$ cat config.mk
export PLATFORM = sky130hd
export DESIGN_NAME = ser_dac_front
export DESIGN_NICKNAME = d
export VERILOG_FILES = /design/src/rtl/ser_dac_pkg.sv /design/src/rtl/sdac_sync.sv /design/src/rtl/sdac_shifter.sv /design/src/rtl/sdac_holding.sv /design/src/rtl/sdac_scale.sv /design/src/rtl/ser_dac_front.sv
export SDC_FILE = /design/constraint.sdc
export NUM_CORES = 1
export LEC_CHECK = 0
export BUFFER_PORTS_ARGS = -buffer_cell sky130_fd_sc_hd__buf_4
export CAP_MARGIN = 20
export CELL_PAD_IN_SITES_DETAIL_PLACEMENT = 1
export CELL_PAD_IN_SITES_GLOBAL_PLACEMENT = 1
export CORE_ASPECT_RATIO = 0.6
export CORE_MARGIN = 2
export CORE_UTILIZATION = 39
export DETAILED_ROUTE_END_ITERATION = 6
export GPL_ROUTABILITY_DRIVEN = 1
export PLACE_DENSITY_LB_ADDON = 0.1
export SYNTH_ARGS = -nofsm -noshare
export SYNTH_HDL_FRONTEND = slang
export SYNTH_SLANG_ARGS = --single-unit
$ cat constraint.sdc
create_clock -name clk -period 2.2 [get_ports clk]
set_input_delay 0.11 -clock clk [delete_from_list [all_inputs] [get_ports clk]]
set_output_delay 0.11 -clock clk [all_outputs]
set_load 0.01 [all_outputs]
$ cat src/rtl/ser_dac_pkg.sv
package ser_dac_pkg;

   // Synchronized pin bundle, in a fixed order used by the synchronizer bank.
   typedef struct packed {
      logic sclk;
      logic data;
      logic sel_n;
      logic load_n;
      logic clear_n;
   } pin_bus_t;

   localparam int PIN_COUNT = $bits(pin_bus_t);

   // Idle levels: clock low, data low, strobes and select inactive (high).
   localparam pin_bus_t PIN_IDLE = '{sclk: 1'b0, data: 1'b0, sel_n: 1'b1,
                                     load_n: 1'b1, clear_n: 1'b1};

   function automatic int level_width(input int code_w, input int step);
      return $clog2(((1 << code_w) - 1) * step + 1);
   endfunction

endpackage

$ cat src/rtl/sdac_sync.sv
module sdac_sync #(
   parameter int WIDTH  = 5,
   parameter int STAGES = 2,
   parameter logic [WIDTH-1:0] RST_VAL = '0
) (
   input  logic             clk,
   input  logic             rst_n,
   input  logic [WIDTH-1:0] d_async,
   output logic [WIDTH-1:0] q_sync
);
   if (STAGES < 2) begin : g_bad_stages
      $error("sdac_sync: STAGES must be at least 2");
   end
   if (WIDTH < 1) begin : g_bad_width
      $error("sdac_sync: WIDTH must be positive");
   end

   for (genvar b = 0; b < WIDTH; b++) begin : g_bit
      logic [STAGES-1:0] chain;
      always_ff @(posedge clk or negedge rst_n) begin
         if (!rst_n) chain <= {STAGES{RST_VAL[b]}};
         else        chain <= {chain[STAGES-2:0], d_async[b]};
      end
      assign q_sync[b] = chain[STAGES-1];
   end
endmodule

$ cat src/rtl/sdac_shifter.sv
module sdac_shifter #(
   parameter int CODE_W = 12
) (
   input  logic              clk,
   input  logic              rst_n,
   input  logic              sclk_s,
   input  logic              data_s,
   input  logic              sel_n_s,
   output logic              sclk_rise,
   output logic [CODE_W-1:0] shift_q
);
   if (CODE_W < 2) begin : g_bad_w
      $error("sdac_shifter: CODE_W must be at least 2");
   end

   logic sclk_prev;

   always_ff @(posedge clk or negedge rst_n) begin
      if (!rst_n) sclk_prev <= 1'b0;
      else        sclk_prev <= sclk_s;
   end

   assign sclk_rise = sclk_s & ~sclk_prev;

   always_ff @(posedge clk or negedge rst_n) begin
      if (!rst_n)
         shift_q <= '0;
      else if (sclk_rise && !sel_n_s)
         shift_q <= {shift_q[CODE_W-2:0], data_s};
   end
endmodule

$ cat src/rtl/sdac_holding.sv
module sdac_holding #(
   parameter int CODE_W = 12
) (
   input  logic              clk,
   input  logic              rst_n,
   input  logic              load_n_s,
   input  logic              clear_n_s,
   input  logic [CODE_W-1:0] shift_q,
   output logic [CODE_W-1:0] code_q
);
   always_ff @(posedge clk or negedge rst_n) begin
      if (!rst_n)         code_q <= '0;
      else if (!clear_n_s) code_q <= '0;
      else if (!load_n_s)  code_q <= shift_q;
   end
endmodule

$ cat src/rtl/sdac_scale.sv
module sdac_scale #(
   parameter int CODE_W    = 12,
   parameter int STEP      = 5,
   parameter int LVL_W     = 15,
   parameter bit LEVEL_REG = 1'b0
) (
   input  logic              clk,
   input  logic              rst_n,
   input  logic [CODE_W-1:0] code,
   output logic [LVL_W-1:0]  level
);
   if (STEP < 1) begin : g_bad_step
      $error("sdac_scale: STEP must be positive");
   end

   logic [LVL_W-1:0] product;
   assign product = LVL_W'(code) * LVL_W'(STEP);

   if (LEVEL_REG) begin : g_reg
      always_ff @(posedge clk or negedge rst_n) begin
         if (!rst_n) level <= '0;
         else        level <= product;
      end
   end else begin : g_comb
      assign level = product;
   end
endmodule

$ cat src/rtl/ser_dac_front.sv
module ser_dac_front
   import ser_dac_pkg::*;
#(
   parameter int CODE_W      = 12,
   parameter int STEP        = 5,
   parameter int SYNC_STAGES = 2,
   parameter int LVL_W       = ser_dac_pkg::level_width(CODE_W, STEP)
) (
   input  logic              clk,
   input  logic              rst_n,
   input  logic              sclk_pin,
   input  logic              sdata_pin,
   input  logic              sel_n_pin,
   input  logic              load_n_pin,
   input  logic              clear_n_pin,
   output logic [CODE_W-1:0] dac_code,
   output logic [LVL_W-1:0]  out_level
);
   if (LVL_W < level_width(CODE_W, STEP)) begin : g_bad_lvl
      $error("ser_dac_front: LVL_W too narrow for full-scale level");
   end

   pin_bus_t pins_raw, pins_s;
   logic     sclk_s, data_s, sel_n_s, load_n_s, clear_n_s;
   logic     sclk_rise;
   logic [CODE_W-1:0] shift_q;

   assign pins_raw = '{sclk: sclk_pin, data: sdata_pin, sel_n: sel_n_pin,
                       load_n: load_n_pin, clear_n: clear_n_pin};

   sdac_sync #(
      .WIDTH  (PIN_COUNT),
      .STAGES (SYNC_STAGES),
      .RST_VAL(PIN_IDLE)
   ) u_sync (
      .clk    (clk),
      .rst_n  (rst_n),
      .d_async(pins_raw),
      .q_sync (pins_s)
   );

   assign sclk_s    = pins_s.sclk;
   assign data_s    = pins_s.data;
   assign sel_n_s   = pins_s.sel_n;
   assign load_n_s  = pins_s.load_n;
   assign clear_n_s = pins_s.clear_n;

   sdac_shifter #(.CODE_W(CODE_W)) u_shift (
      .clk      (clk),
      .rst_n    (rst_n),
      .sclk_s   (sclk_s),
      .data_s   (data_s),
      .sel_n_s  (sel_n_s),
      .sclk_rise(sclk_rise),
      .shift_q  (shift_q)
   );

   sdac_holding #(.CODE_W(CODE_W)) u_hold (
      .clk      (clk),
      .rst_n    (rst_n),
      .load_n_s (load_n_s),
      .clear_n_s(clear_n_s),
      .shift_q  (shift_q),
      .code_q   (dac_code)
   );

   sdac_scale #(
      .CODE_W   (CODE_W),
      .STEP     (STEP),
      .LVL_W    (LVL_W),
      .LEVEL_REG(1'b0)
   ) u_scale (
      .clk  (clk),
      .rst_n(rst_n),
      .code (dac_code),
      .level(out_level)
   );
endmodule

Yosys cells after proc, flatten, opt, wreduce, memory -nomap -nowiden
Cells that the tools add are included.
{"block": "classes", "multipliers": 1, "n_eq_ne": 1, "n_mux": 2, "bitwise": 2, "reduce_logical": 2}
{"op": "$mux 12", "count": 2}
{"op": "$mul 12x3->15 const B", "count": 1}
{"op": "$ne 2x2->1 const B", "count": 1}
{"op": "$and 1x1->1", "count": 1}
{"op": "$logic_and 1x1->1", "count": 1}
{"op": "$logic_not 1->1", "count": 1}
{"op": "$not 1->1", "count": 1}
{"block": "word_totals", "reg_bits": 35, "in_bits": 7, "output_inout_bits": 27, "wordCells": 16}

Depth between registers and ports, before layout
{"block": "depth", "depth_word": 3, "mapped_depth": 7, "depth_no_buf": 7}

Modules after synthesis
A second synthesis with hierarchy kept.
{"block": "unflattened", "cells_unflattened": 159, "hier_area_um2": 1935.6}
{"module": "sdac_scale", "n_inst": 1, "cells_each": 78, "area_per_inst_um2": 630.6, "seq_area_each_um2": 0.0}
{"module": "sdac_holding", "n_inst": 1, "cells_each": 38, "area_per_inst_um2": 510.5, "seq_area_each_um2": 300.3}
{"module": "sdac_shifter", "n_inst": 1, "cells_each": 28, "area_per_inst_um2": 499.2, "seq_area_each_um2": 325.3}
{"module": "sdac_sync", "n_inst": 1, "cells_each": 15, "area_per_inst_um2": 295.3, "seq_area_each_um2": 257.7}

Worst setup path before layout
OpenSTA, ideal clock, no wires.
{"block": "synth_path", "path_type": "register to output", "startpoint": "register u_hold.code_q[1]", "endpoint": "output port out_level[11]", "arrival_time_ps": 2236, "required_ps": 2090, "setup_slack_ps": -146, "path_stages_with_launch": 8, "n_path_buf": 0, "cell_sequence": "dfrtp_1 ha_1 ha_1 fa_1 a211oi_1 o21bai_1 a221oi_1 xnor2_1"}
{"block": "synth_between", "elab_chain_len": 1}
{"element": "from (decl)", "line": "sdac_holding.sv:9", "text": "output logic [CODE_W-1:0] code_q"}
{"element": "from (signal assigned)", "line": "sdac_holding.sv:14", "text": "else if (!load_n_s) code_q <= shift_q;"}
{"element": "$mul 12x3->15", "line": "sdac_scale.sv:17", "text": "assign product = LVL_W'(code) * LVL_W'(STEP);"}
{"element": "to (decl)", "line": "ser_dac_front.sv:17", "text": "output logic [LVL_W-1:0] out_level"}
No other way between the ends.

Worst setup path after layout
{"block": "layout_path", "startpoint": "register u_hold.code_q[3]", "endpoint": "output port out_level[13]"}
The elaborated chain is that of the path after synthesis.

==> results.toml <==
[synthesis]
synth_area_leaders = "dfrtp_1 (39%), ha_1 (13%), dfstp_2 (8.5%)"
yosysSeqAreaShare_pct = 47.35
synth_cells = 153
yosys.area.top_type = "dfrtp_1"
synth_top_flop_cell = "dfrtp_1"
ys_async_sr_fraction_pct = 100.0
syn-num-nets = 181
synth_seq_cells = 35
avgSynthCellArea_um2 = 12.19
synth.distinct_cells = 31
synthTopCellsByCount = "dfrtp_1 (29), ha_1 (20), mux2_2 (12), mux2i_1 (12), nor2b_1 (12)"
yosysWarnings = 0
synth.most_common_cell = "dfrtp_1"
synth-edff-count = 0
synth_top_area_share_pct = 38.90
synth_area_um2 = 1866

[timing]
finalSetupViolations = 9
maxSlewHeadroom_pct = 70.12
tns_ns = -1.858
skew_ns = 0.006356
max_freq_mhz = 389.5
slew_viol_final = 0
rsz0062_at_grt = "yes"
min_period_ns = 2.567
period_share_pct = 116.7
tightest_slew_ns = 0.4463
final-hold-violation-count = 0
hold_slack_ns = 0.3178
finalWorstSetupSlack_ns = -0.3673

[setup_path]
r2r-start = "u_shift.sclk_prev$_DFF_PN0_"
critPathRequiredTime_ns = 2.09
crit_end = "out_level[13]"
cp-startpoint = "u_hold.code_q[3]$_DFFE_PN0P_"
r2r_slack_ns = 0.92
r2r_cells = 3
regToRegEndpoint = "u_shift.shift_q[9]$_DFFE_PN0P_"
critPathLaunchType = "flip-flop"
cp.arrival_ns = 2.46
path_class = "reg2out"
crit_fanout = 3
end_kind = "output pin"

[route]
drt-total-wl_mm = 5.034
highest_layer = "met4"
wl_per_cell_um = 17.30
drc = 0
num_vias = 1441
drtPass1Iterations = 3
via_per_inst = 4.952
ant_nets = 0
met2_wirelength_mm = 2.341
dr_wl_met3_um = 157
wirelength_met1_mm = 2.526
drtIter0Drc = 52

[grt]
track_usage_pct = 19.79
grt_max_degree = 36
grt_pass1_vias = 1574
antenna_found_initial = 0
grt_pass1_wl_mm = 8.169
grt_overflow = 0

[cts]
clk_pin_slew_worst_paths_ns = 0.06
cts.path.max_buffers = 2
clock_latency_ns = 0.27
clockRootBuffer = "clkbuf_8"
htreeDepth = 2
cts_buffers = 5
cts_num_sinks = 35
cts_tree = "yes"

[finish]
syn2layout_area_growth_pct = 56.67
drive_above_1_share_pct = 57.89
diodes = 0
fin_nets = 255
fin_cells = 291

[placed_design]
portBuffers = 33
placedCellCount = 260
dp_hpwl_mm = 3.262
gp_congestion = 0.8258

[power_and_ir_drop]
vdd_drop_max_uv = 465.1
p_per_area_nw_per_um2 = 759.5
p_leak_nw = 1.354

[floorplan]
die_w_um = 93.29
coreArea_um2 = 4588
rows = 19
die_y_um = 57.58
initial_utilization_pct = 40.66
io-pin-count = 34
dieArea_um2 = 5371

[status]
violations = "setup timing"
status = "complete, but fails checks"

[worst_hold_path]
hold_class = "in2async"

[flow_run]
drv_cap = 0
[flip-flops by register name, indices dropped and copies added (netlist names)]
signal / count
u_hold.code_q: 12
u_shift.sclk_prev: 1
u_shift.shift_q: 12
u_sync.g_bit.chain: 10
[worst min-delay path by stage]
| stage | startpoint | to | slack (ns) | cells past startpoint |
|---|---|---|---|---|
| floorplan | rst_n | u_hold.code_q[0]$_DFFE_PN0P_ | -0.19 | 0 |
| global placement | rst_n | u_hold.code_q[0]$_DFFE_PN0P_ | 0.08 | 1 |
| detailed placement | rst_n | u_hold.code_q[0]$_DFFE_PN0P_ | 0.08 | 1 |
| CTS | rst_n | u_hold.code_q[0]$_DFFE_PN0P_ | 0.34 | 2 |
| global route | rst_n | u_hold.code_q[0]$_DFFE_PN0P_ | 0.36 | 2 |
| finish | rst_n | u_hold.code_q[0]$_DFFE_PN0P_ | 0.32 | 2 |
[timing repair]
| item | in CTS | in global routing |
|---|---|---|
| hold endpoints to repair | 34 | 0 |
| hold buffers | 6 | 0 |
| gates resized for setup | 28 | 22 |
| setup endpoints to repair | 8 | 9 |
| buffers inserted | 11 | 8 |
| pin swaps | 16 | 23 |
[layout by cell type (no fill, tap or decap), types with 2 or more instances in the layout]
cell,synthesis,layout
buf_4,2,59
ha_4,0,15
dlygate4sd3_1,0,6
a21o_1,3,3
a21oi_1,8,2
xnor2_1,7,6
mux2_2,12,12
nand2_1,4,4
a21oi_2,0,5
dfstp_2,6,6
clkbuf_8,0,7
dfrtp_1,29,26
ha_1,20,4
a31oi_1,3,2
nor3b_1,2,2
o211ai_1,2,2
dfrtp_2,0,3
nand3_1,4,4
buf_6,1,8
and3_2,2,2
mux2i_1,12,12
nor2_1,5,4
nor2b_1,12,12
[per-layer routing]
| layer | global-route usage, % | vias up |
|---|---|---|
| met3 | 4.095 | 2 |
| met5 | 0 | - |
| met4 | 2.521 | 0 |
| met2 | 32.58 | 25 |
| met1 | 28.10 | 716 |
| li1 | - | 698 |
[through the flow]
stage / power [mW] / setup slack (ns) / util [%] / instance area, µm²
after floorplan: 1.165 / 0.006846 / - / 1887
after global placement: 1.420 / -0.1042 / 50.23 / 2305
after detailed placement: 1.448 / -0.1592 / 50.23 / 2305
after CTS: 2.120 / -0.3770 / 59.94 / 2750
after global routing: 2.350 / -0.4884 / 63.70 / 2923
final: 2.220 / -0.3673 / 63.70 / 2923
[final cells by class]
class	count	area (µm²)
fillers	462	1665
multi-input cells	110	1240
clock buffers	8	100.1
repair buffers	74	613.1
inverters	1	3.754
well taps	63	78.83
flip-flops and latches	35	887.1
[power breakdown]
group | leakage, nW | internal [mW] | switching (mW)
Clock | 0.0515 | 0.286 | 0.209
Sequential | 0.436 | 0.757 | 0.107
Combinational | 0.867 | 0.501 | 0.361
[critical path: stages (launching register included)]
cell and delay, ns:
dfrtp_1 0.43, ha_4 0.24, ha_4 0.16, fa_2 0.38, a21oi_2 0.19, o211ai_1 0.20
o41ai_2 0.28, xnor2_1 0.16, buf_4 0.14
[cell families (layout without fill, tap and decap cells)]
kind of cell | Yosys count | after routing | share of synthesized area, %
AOI/OAI and AO/OA | 26 | 26 | 8.987
and+or+nand+nor | 31 | 31 | 9.188
adders and majority gates | 21 | 21 | 14.49
xor gates and xnor gates | 8 | 8 | 3.756
muxes | 24 | 24 | 13.68
buffers and inverters | 8 | 83 | 2.548
DFF | 35 | 35 | 47.35
Power figures use the tool's default switching activity.
